**src/rtl/dma_irq_pkg.sv**
```systemverilog
package dma_irq_pkg;
  localparam int unsigned REG_W     = 32;
  localparam int unsigned NUM_CH    = 7;
  localparam int unsigned FORCE_BIT = 15;
  localparam int unsigned EN_LSB    = 16;
  localparam int unsigned MEN_BIT   = 23;
  localparam int unsigned FLG_LSB   = 24;
  localparam int unsigned MST_BIT   = 31;
endpackage

```
**src/rtl/dma_irq_delay.sv**
```systemverilog
module dma_irq_delay #(
  parameter int unsigned SIZE_W     = 8,
  parameter int unsigned ELAPSED_W  = 8,
  parameter int unsigned DELAY_MULT = 24,
  localparam int unsigned CNT_W     = 2 * SIZE_W + $clog2(DELAY_MULT + 1)
) (
  input  logic                 clk_i,
  input  logic                 rst_ni,
  input  logic                 start_i,
  input  logic [SIZE_W-1:0]    blk_size_i,
  input  logic [SIZE_W-1:0]    blk_cnt_i,
  input  logic                 tick_i,
  input  logic [ELAPSED_W-1:0] elapsed_i,
  output logic                 fire_o,
  output logic                 size_err_o
);
  logic [CNT_W-1:0]    cnt_q, cnt_d;
  logic                act_q, act_d;
  logic                err_d;
  logic [2*SIZE_W-1:0] size;
  logic [CNT_W-1:0]    elapsed_ext;

  assign size        = blk_size_i * blk_cnt_i;
  assign elapsed_ext = CNT_W'(elapsed_i);

  always_comb begin
    cnt_d  = cnt_q;
    act_d  = act_q;
    err_d  = 1'b0;
    fire_o = 1'b0;
    if (start_i && size == '0) err_d = 1'b1;
    if (start_i && size != '0) begin
      // reload wins over a same-cycle tick
      cnt_d = CNT_W'(size) * CNT_W'(DELAY_MULT);
      act_d = 1'b1;
    end else if (tick_i && act_q) begin
      if (elapsed_ext >= cnt_q) begin
        fire_o = 1'b1;
        act_d  = 1'b0;
        cnt_d  = '0;
      end else begin
        cnt_d = cnt_q - elapsed_ext;
      end
    end
  end

  always_ff @(posedge clk_i or negedge rst_ni) begin
    if (!rst_ni) begin
      cnt_q      <= '0;
      act_q      <= 1'b0;
      size_err_o <= 1'b0;
    end else begin
      cnt_q      <= cnt_d;
      act_q      <= act_d;
      size_err_o <= err_d;
    end
  end

  AST_ZERO_NO_START: assert property (@(posedge clk_i) disable iff (!rst_ni)
    (start_i && size == '0 && !act_q) |=> !act_q);
  AST_FIRE_IDLES: assert property (@(posedge clk_i) disable iff (!rst_ni)
    fire_o |=> (!act_q && cnt_q == '0));
endmodule

```
**src/rtl/dma_irq_reg.sv**
```systemverilog
module dma_irq_reg
  import dma_irq_pkg::*;
#(
  parameter int unsigned DLY_CH = 6
) (
  input  logic              clk_i,
  input  logic              rst_ni,
  input  logic              wr_en_i,
  input  logic [REG_W-1:0]  wr_data_i,
  input  logic [NUM_CH-1:0] done_i,
  input  logic              dly_done_i,
  output logic [REG_W-1:0]  ctl_o,
  output logic              irq_o
);
  logic              force_q, force_d;
  logic              men_q, men_d;
  logic              mst_q, mst_d;
  logic [NUM_CH-1:0] en_q, en_d;
  logic [NUM_CH-1:0] flg_q, flg_d;
  logic [NUM_CH-1:0] evt, set;
  logic              cond, irq_d;

  always_comb begin
    force_d = force_q;
    men_d   = men_q;
    en_d    = en_q;
    flg_d   = flg_q;
    mst_d   = mst_q;
    // write is applied before same-cycle events
    if (wr_en_i) begin
      force_d = wr_data_i[FORCE_BIT];
      men_d   = wr_data_i[MEN_BIT];
      en_d    = wr_data_i[EN_LSB +: NUM_CH];
      flg_d   = flg_q & ~wr_data_i[FLG_LSB +: NUM_CH];
    end
    evt         = done_i;
    evt[DLY_CH] = dly_done_i;
    set         = evt & en_d;
    flg_d       = flg_d | set;
    cond        = force_d | (men_d & (|flg_d));
    if (wr_en_i || (|set)) mst_d = cond;
    irq_d = (|set) & cond;
  end

  always_ff @(posedge clk_i or negedge rst_ni) begin
    if (!rst_ni) begin
      force_q <= 1'b0;
      men_q   <= 1'b0;
      mst_q   <= 1'b0;
      en_q    <= '0;
      flg_q   <= '0;
      irq_o   <= 1'b0;
    end else begin
      force_q <= force_d;
      men_q   <= men_d;
      mst_q   <= mst_d;
      en_q    <= en_d;
      flg_q   <= flg_d;
      irq_o   <= irq_d;
    end
  end

  always_comb begin
    ctl_o                         = '0;
    ctl_o[FORCE_BIT]              = force_q;
    ctl_o[EN_LSB +: NUM_CH]       = en_q;
    ctl_o[MEN_BIT]                = men_q;
    ctl_o[FLG_LSB +: NUM_CH]      = flg_q;
    ctl_o[MST_BIT]                = mst_q;
  end

  AST_FLAG_NEEDS_EN: assert property (@(posedge clk_i) disable iff (!rst_ni)
    ((flg_q & ~$past(flg_q) & ~en_q) == '0));
  AST_MASTER_COND: assert property (@(posedge clk_i) disable iff (!rst_ni)
    mst_q == (force_q | (men_q & (|flg_q))));
  AST_IRQ_MASTER: assert property (@(posedge clk_i) disable iff (!rst_ni)
    irq_o |-> mst_q);
endmodule

```
**src/rtl/dma_irq_ctrl.sv**
```systemverilog
module dma_irq_ctrl
  import dma_irq_pkg::*;
#(
  parameter int unsigned DLY_CH     = 6,
  parameter int unsigned SIZE_W     = 8,
  parameter int unsigned ELAPSED_W  = 8,
  parameter int unsigned DELAY_MULT = 24
) (
  input  logic                 clk_i,
  input  logic                 rst_ni,
  input  logic                 wr_en_i,
  input  logic [REG_W-1:0]     wr_data_i,
  output logic [REG_W-1:0]     rd_data_o,
  input  logic [NUM_CH-1:0]    done_i,
  input  logic                 start_i,
  input  logic [SIZE_W-1:0]    blk_size_i,
  input  logic [SIZE_W-1:0]    blk_cnt_i,
  input  logic                 tick_i,
  input  logic [ELAPSED_W-1:0] elapsed_i,
  output logic                 irq_o,
  output logic                 size_err_o
);
  logic dly_fire;

  dma_irq_delay #(
    .SIZE_W    (SIZE_W),
    .ELAPSED_W (ELAPSED_W),
    .DELAY_MULT(DELAY_MULT)
  ) u_delay (
    .clk_i     (clk_i),
    .rst_ni    (rst_ni),
    .start_i   (start_i),
    .blk_size_i(blk_size_i),
    .blk_cnt_i (blk_cnt_i),
    .tick_i    (tick_i),
    .elapsed_i (elapsed_i),
    .fire_o    (dly_fire),
    .size_err_o(size_err_o)
  );

  dma_irq_reg #(
    .DLY_CH(DLY_CH)
  ) u_reg (
    .clk_i     (clk_i),
    .rst_ni    (rst_ni),
    .wr_en_i   (wr_en_i),
    .wr_data_i (wr_data_i),
    .done_i    (done_i),
    .dly_done_i(dly_fire),
    .ctl_o     (rd_data_o),
    .irq_o     (irq_o)
  );

  AST_LOW_BITS_ZERO: assert property (@(posedge clk_i) disable iff (!rst_ni)
    rd_data_o[FORCE_BIT-1:0] == '0);
endmodule

```
**config.mk**
```make
export PLATFORM = sky130hd
export DESIGN_NAME = dma_irq_ctrl
export DESIGN_NICKNAME = d
export VERILOG_FILES = /design/src/rtl/dma_irq_pkg.sv /design/src/rtl/dma_irq_delay.sv /design/src/rtl/dma_irq_reg.sv /design/src/rtl/dma_irq_ctrl.sv
export SDC_FILE = /design/constraint.sdc
export NUM_CORES = 1
export LEC_CHECK = 0
export ABC_AREA = 1
export BUFFER_PORTS_ARGS = -buffer_cell sky130_fd_sc_hd__buf_2
export CELL_PAD_IN_SITES_DETAIL_PLACEMENT = 0
export CELL_PAD_IN_SITES_GLOBAL_PLACEMENT = 1
export CORE_MARGIN = 1.5
export CORE_UTILIZATION = 45
export CTS_CLUSTER_DIAMETER = 100
export DETAILED_ROUTE_END_ITERATION = 8
export PLACE_DENSITY = 0.95
export SLEW_MARGIN = 20
export SYNTH_ARGS = -nofsm -noshare
export SYNTH_HDL_FRONTEND = slang
export SYNTH_SLANG_ARGS = --single-unit
```
**constraint.sdc**
```tcl
create_clock -name clk_i -period 3.83 [get_ports clk_i]
set_input_delay 0.766 -clock clk_i [delete_from_list [all_inputs] [get_ports clk_i]]
set_output_delay 0.766 -clock clk_i [all_outputs]
set_load 0.005 [all_outputs]
```
==> results.json, run 1 <==
{
  "run_status": "complete, but fails checks",
  "violations": "negative setup slack",
  "r2r-end": "u_delay.cnt_q[20]$_DFFE_PN0P_",
  "yosysSeqAreaShare_pct": 17.3,
  "critical_path_required_ns": 4.04,
  "peakVddDrop_v": 0.000900,
  "worst_path_most_repeated_cell": "fa_1",
  "synth_edf_count": 0,
  "cts_sinks": 41,
  "largest-register": "u_delay.cnt_q",
  "rsz0062_at_grt": "yes",
  "whs_endpoint": "u_reg.en_q[1]$_DFF_PN0_",
  "io_buffers": 69,
  "post-place-ws_ns": -1.75,
  "final.setup_skew_ns": 0.00584,
  "vias": 6029,
  "clock-root-buffer": "clkbuf_16",
  "rows": 41,
  "fin_crit_ns": 5.27,
  "top_regs": "u_delay.cnt_q (21), u_reg.en_q (7), u_reg.flg_q (7)",
  "cts_buffers": 5,
  "antenna_cells": 0,
  "dpl.hpwl_mm": 12.0,
  "wl_per_cell_um": 13.1,
  "cts_max_level": 2,
  "start_util_pct": 46.6,
  "min_from": "u_reg.en_q[1]$_DFF_PN0_",
  "slew_viol_final": 0,
  "avgSynthCellArea_sq_um": 6.92,
  "die_area_sq_mm": 0.0139,
  "path_max_fanout": 8,
  "coreArea_sq_mm": 0.0127,
  "crit_path_end_kind": "flop",
  "layout.cells.non_filler": 1199,
  "die_y_um": 118,
  "grt_pass1_vias": 6066,
  "period_share_pct": 138,
  "ff2ff_path_depth": 14,
  "layout-area-overhead-vs-synth_pct": 39.5,
  "setup_tns_ns": -35.70,
  "synth_ff_type": "dfrtp_1",
  "critical_path_arrival_ns": 5.47,
  "clockBufferDepth": 2,
  "synth_most_common_cell": "nand2_1",
  "grt_max_degree": 42,
  "path_clk_slew_ns": 0.06,
  "fin_ws_ns": -1.44,
  "antenna_found_initial": 0,
  "crit_chain": "buf_4 -> nand2_2 -> fa_1 -> fa_1 -> fa_1 -> fa_1 -> inv_2 -> ha_4 -> a21oi_4 -> o21ai_2 -> a21o_1 -> a31oi_1 -> xor2_1 -> inv_1 -> ha_4 -> nand2_2 -> nor2_2 -> nand4_1 -> and2_4 -> inv_8 -> nand2_8 -> buf_8 -> nor2_2 -> a31oi_4",
  "grt_use_total_pct": 22.8,
  "min_path_cells": 2,
  "fin_nets": 1201,
  "startpoint_type": "primary input",
  "grt_pass1_wl_mm": 26.6,
  "clk-insertion-delay-late_ns": 0.28,
  "rr_startpoint": "u_delay.cnt_q[0]$_DFFE_PN0P_",
  "io_pins": 102,
  "synth_seq_cells": 41,
  "vias_per_cell": 5.03,
  "ff2ff_setup_slack_ns": 1.47,
  "yosysUniqueCellTypes": 40,
  "hold_violations": 0,
  "p_leak_nw": 4.45,
  "synth_top_area_share_pct": 17.3,
  "critPathKind": "primary input to flop",
  "cpMaxStageDelayCell": "fa_1",
  "drt_iter0_drc": 287,
  "hp-class": "flop to flop",
  "drc_errors": 0,
  "firstDrtPassIters": 5,
  "worst_pin_slew_ns": 0.950,
  "dp.cells": 1170,
  "ant_nets": 0,
  "max_stage_delay_ns": 0.56,
  "synthTopCellsByArea": "dfrtp_1, nand2_1, ha_1",
  "drt-total-wl_mm": 15.7,
  "power_density_mw_per_mm2": 1050,
  "dieWidth_um": 118,
  "fillerInstances": 1093,
  "syn-cell-area_sq_mm": 0.00593,
  "cts_tree": "yes",
  "fmax_mhz": 190,
  "hold_buffers": 0,
  "async_flop_share_pct": 100,
  "fin_area_sq_mm": 0.00827,
  "place_area_sq_mm": 0.00722,
  "largest_register_ffs": 21,
  "ys_warn_count": 0,
  "grt_overflow": 0,
  "layout-drive-gt1-share_pct": 35.0,
  "place.gp.congestion": 0.933,
  "maxCapViolations": 0,
  "setup_violations": 26,
  "maxSlewHeadroom_pct": 36.6,
  "synth_common_cells": "nand2_1, inv_1, ha_1",
  "hold_slack_ns": 0.499,
  "synthCells": 857,
  "synth_largest_area_cell": "dfrtp_1"
}
==> metrics by stage <==
stage	power, W	utilization, %
2_1_floorplan	0.00422	-
3_3_place_gp	0.00651	56.8
3_5_place_dp	0.00657	56.8
4_1_cts	0.00777	62.3
5_1_grt	0.00948	65.0
6_report	0.00865	65.0
==> kinds of logic after synthesis <==
group,after synthesis,share of synthesized area [%]
AO/OA/AOI/OAI,102,10.3
XOR/XNOR,16,2.36
adder cells (fa/ha/maj),107,27.4
buffers and inverters,198,14.2
flip-flops,41,17.3
other,1,0.0633
AND/OR/NAND/NOR,392,28.4
==> power breakdown <==
group	switching [W]	internal [W]	total [W]
combinational	0.00395	0.00361	0.00756
sequential	0.000115	0.000552	0.000667
clock	0.000170	0.000259	0.000429
==> how the worst max path moves through the flow <==
stage / start / endpoint / slack, ns
6_report: blk_size_i[0] / u_delay.cnt_q[12]$_DFFE_PN0P_ / -1.44
5_1_grt: blk_cnt_i[4] / u_delay.cnt_q[20]$_DFFE_PN0P_ / -1.67
4_1_cts: blk_cnt_i[5] / u_delay.cnt_q[14]$_DFFE_PN0P_ / -1.30
3_5_place_dp: blk_cnt_i[4] / u_delay.cnt_q[19]$_DFFE_PN0P_ / -1.75
3_3_place_gp: blk_size_i[1] / u_delay.cnt_q[19]$_DFFE_PN0P_ / -1.71
2_1_floorplan: blk_size_i[7] / u_delay.act_q$_DFFE_PN0P_ / -1.35
==> critical path, delay by kind of cell <==
family | cells | cell delay (ns)
AOI/OAI and AO/OA | 5 | 0.78
xor gates and xnor gates | 1 | 0.22
adders and majority gates | 6 | 2.49
buffers and inverters | 5 | 0.49
and+or+nand+nor | 7 | 0.71
==> placed cells by master, fill, tap and decap left out, drive strengths merged, types with 6 or more instances in the layout <==
cell      n
dfrtp    41
o21ai    27
a21oi    42
buf     188
or2       8
ha       69
xnor2     8
o211ai    7
nor2     67
conb     15
fa       38
a31oi    10
o21a      6
nand3    47
clkbuf    7
xor2      8
nand2   244
inv     157
nand4    14
==> area by class of cell <==
class                   count  area, sq um  share of cell area, %
multi-input cells         632         4790                   57.9
repair buffers            189         1470                   17.7
flip-flops and latches     41         1030                   12.4
inverters                 155          602                   7.28
well taps                 172          215                   2.60
clock buffers               6          139                   1.68
repair inverters            2         20.0                  0.242
clock inverters             2         13.8                  0.166
==> repair_timing <==
| item | 4_1_cts | 5_1_grt |
|---|---|---|
| pin swaps | 31 | 60 |
| setup endpoints to repair | 26 | 26 |
| resized for setup | 105 | 85 |
| setup buffers | 15 | 5 |
| cloned | 3 | 1 |
| hold endpoints to repair | 0 | 0 |
==> metal layers <==
layer | share of wire (%) | global-route usage [%] | up-vias | wire, um
met3 | 3.1 | 2.18 | 39 | 490
met2 | 52 | 42.6 | 135 | 8200
met1 | 42 | 27.4 | 2844 | 6570
met5 | 0 | 0 | - | 0
met4 | 2.7 | 7.47 | 0 | 418
li1 | - | - | 3011 | -
(Power assumes the default switching activity.)
==> inputs of run 2 (changes only) <==
--- a/config.mk
+++ b/config.mk
@@ -10,10 +10,10 @@
 export CELL_PAD_IN_SITES_DETAIL_PLACEMENT = 0
 export CELL_PAD_IN_SITES_GLOBAL_PLACEMENT = 1
 export CORE_MARGIN = 1.5
-export CORE_UTILIZATION = 45
+export CORE_UTILIZATION = 42
 export CTS_CLUSTER_DIAMETER = 100
 export DETAILED_ROUTE_END_ITERATION = 8
-export PLACE_DENSITY = 0.95
+export PLACE_DENSITY = 0.94
 export SLEW_MARGIN = 20
 export SYNTH_ARGS = -nofsm -noshare
 export SYNTH_HDL_FRONTEND = slang
==> constraint.sdc (replaced) <==
create_clock -name clk_i -period 5.35 [get_ports clk_i]
set_input_delay 1.07 -clock clk_i [delete_from_list [all_inputs] [get_ports clk_i]]
set_output_delay 1.07 -clock clk_i [all_outputs]
set_load 0.005 [all_outputs]
==> results.json, run 2 (same netlist as run 1, synthesis figures left out) <==
{
  "die_area_sq_mm": 0.0148,
  "startpoint_type": "primary input",
  "endpoint": "u_delay.cnt_q[14]$_DFFE_PN0P_",
  "top_regs": "u_delay.cnt_q (21), u_reg.en_q (7), u_reg.flg_q (7)",
  "cts_max_level": 2,
  "fin_area_sq_mm": 0.00824,
  "start_util_pct": 42.9,
  "vias": 5819,
  "p_leak_nw": 4.42,
  "worst_path_most_repeated_cell": "fa_1",
  "ff2ff_setup_slack_ns": 2.88,
  "ff2ff_path_depth": 14,
  "min_from": "u_reg.en_q[4]$_DFF_PN0_",
  "setup_tns_ns": -0.110,
  "critPathKind": "primary input to flop",
  "slew_viol_final": 0,
  "vias_per_cell": 4.83,
  "clock-root-buffer": "clkbuf_16",
  "fin_crit_ns": 5.37,
  "violations": "negative setup slack",
  "die_y_um": 122,
  "run_status": "complete, but fails checks",
  "final_common_cell": "nand2_1",
  "maxCapViolations": 0,
  "cpMaxStageDelayCell": "fa_2",
  "path_clk_slew_ns": 0.06,
  "final_cell_mix": "nand2_1, inv_1, buf_4",
  "firstDrtPassIters": 4,
  "io_buffers": 69,
  "hold_violations": 0,
  "dpl.hpwl_mm": 11.7,
  "peakVddDrop_v": 0.000516,
  "drt-total-wl_mm": 15.1,
  "setup_violations": 11,
  "clockBufferDepth": 2,
  "rr_startpoint": "u_delay.cnt_q[0]$_DFFE_PN0P_",
  "crit_chain": "buf_12 -> nand2_4 -> fa_1 -> fa_2 -> fa_1 -> fa_1 -> inv_2 -> ha_4 -> a21oi_2 -> o21ai_4 -> a21oi_4 -> buf_4 -> xor2_4 -> ha_4 -> nand2_2 -> nor2_2 -> nand4_1 -> and2_4 -> nor2_8 -> clkbuf_16 -> nand3_2 -> a31oi_1",
  "fillerInstances": 1208,
  "r2r-end": "u_delay.cnt_q[20]$_DFFE_PN0P_",
  "grt_pass1_vias": 5766,
  "grt_overflow": 0,
  "place_area_sq_mm": 0.00719,
  "dp.cells": 1174,
  "crit_path_end_kind": "flop",
  "rsz0062_at_grt": "yes",
  "cts_tree": "yes",
  "power_density_mw_per_mm2": 713,
  "coreArea_sq_mm": 0.0138,
  "dieWidth_um": 122,
  "critical_path_required_ns": 5.55,
  "largest_register_ffs": 21,
  "maxSlewHeadroom_pct": 38.7,
  "post-place-ws_ns": -0.710,
  "layout-area-overhead-vs-synth_pct": 39.0,
  "final.setup_skew_ns": 0.00316,
  "drt_iter0_drc": 291,
  "clk-insertion-delay-late_ns": 0.28,
  "ant_nets": 0,
  "hold_buffers": 0,
  "layout-drive-gt1-share_pct": 34.0,
  "place.gp.congestion": 0.887,
  "fmax_mhz": 186,
  "path_max_fanout": 8,
  "grt_pass1_wl_mm": 25.0,
  "max_stage_delay_ns": 0.59,
  "layout.cells.non_filler": 1205,
  "cts_buffers": 5,
  "drc_errors": 0,
  "hp-class": "flop to flop",
  "grt_use_total_pct": 20.5,
  "critical_path_arrival_ns": 5.58,
  "grt_max_degree": 42,
  "worst_pin_slew_ns": 0.919,
  "fin_nets": 1199,
  "wl_per_cell_um": 12.6,
  "period_share_pct": 100,
  "largest-register": "u_delay.cnt_q",
  "crit_path_start": "blk_cnt_i[3]",
  "fin_ws_ns": -0.0235,
  "rows": 43,
  "io_pins": 102,
  "antenna_found_initial": 0,
  "cts_sinks": 41,
  "antenna_cells": 0
}
==> run 2: changes by cell type in the layout (fill, tap and decap cells not counted), moves of 4 or more <==
cell | before | now
ha_4 | 10 | 15
nor2_4 | 7 | 3
inv_1 | 143 | 139
o21ai_2 | 9 | 4
a21oi_1 | 16 | 20
inv_2 | 10 | 14
nor2_1 | 45 | 51
nand3_2 | 14 | 10
==> run 2: critical path: cells and delay by family <==
kind / cells / cell delay, ns
AO/OA/AOI/OAI: 4 / 0.59
buffers and inverters: 4 / 0.48
AND/OR/NAND/NOR: 7 / 0.81
adder cells (fa/ha/maj): 6 / 2.40
XOR/XNOR: 1 / 0.19
==> run 2: final cells by class <==
class                           instances  area, sq um  area share [%]
Clock buffer                            6          139            1.69
Clock inverter                          2         37.5           0.455
Inverter                              155          594            7.21
Multi-Input combinational cell        632         4760            57.8
Sequential cell                        41         1030            12.4
Tap cell                              180          225            2.73
Timing Repair Buffer                  189         1460            17.7
==> run 2: worst min-delay path by stage <==
stage	to	slack, ns	cells past startpoint
2_1_floorplan	u_delay.act_q$_DFFE_PN0P_	0.45	2
3_3_place_gp	u_reg.en_q[1]$_DFF_PN0_	0.47	2
3_5_place_dp	u_reg.en_q[4]$_DFF_PN0_	0.48	2
4_1_cts	u_reg.en_q[4]$_DFF_PN0_	0.49	2
5_1_grt	u_reg.flg_q[4]$_DFF_PN0_	0.51	2
6_report	u_reg.en_q[4]$_DFF_PN0_	0.49	2
==> run 2: routing by layer <==
| metal | up-vias | routed length [um] | GRT usage, % |
|---|---|---|---|
| met4 | 0 | 229 | 4.85 |
| met2 | 81 | 8260 | 40.5 |
| met5 | - | 0 | 0 |
| met3 | 22 | 289 | 1.08 |
| li1 | 2992 | - | - |
| met1 | 2724 | 6370 | 24.1 |
==> run 2: what timing repair did <==
item	CTS	global route
resized for setup	87	88
buffers inserted	16	5
cloned	1	1
endpoints found under the setup margin	25	26
pin swaps	25	36
==> run 2: metrics by stage <==
| stage | utilization, % | power, W | hold WS [ns] |
|---|---|---|---|
| floorplan | - | 0.00302 | 0.453 |
| global placement | 52.0 | 0.00458 | 0.473 |
| detailed placement | 52.0 | 0.00463 | 0.478 |
| CTS | 56.7 | 0.00550 | 0.493 |
| global route | 59.6 | 0.00647 | 0.509 |
| finish | 59.6 | 0.00588 | 0.490 |
==> run 2: power by group <==
group,total [W],leakage (nW),switching [W],internal (W)
sequential,0.000468,0.487,0.0000725,0.000395
combinational,0.00505,3.85,0.00259,0.00247
clock,0.000358,0.0831,0.000125,0.000233
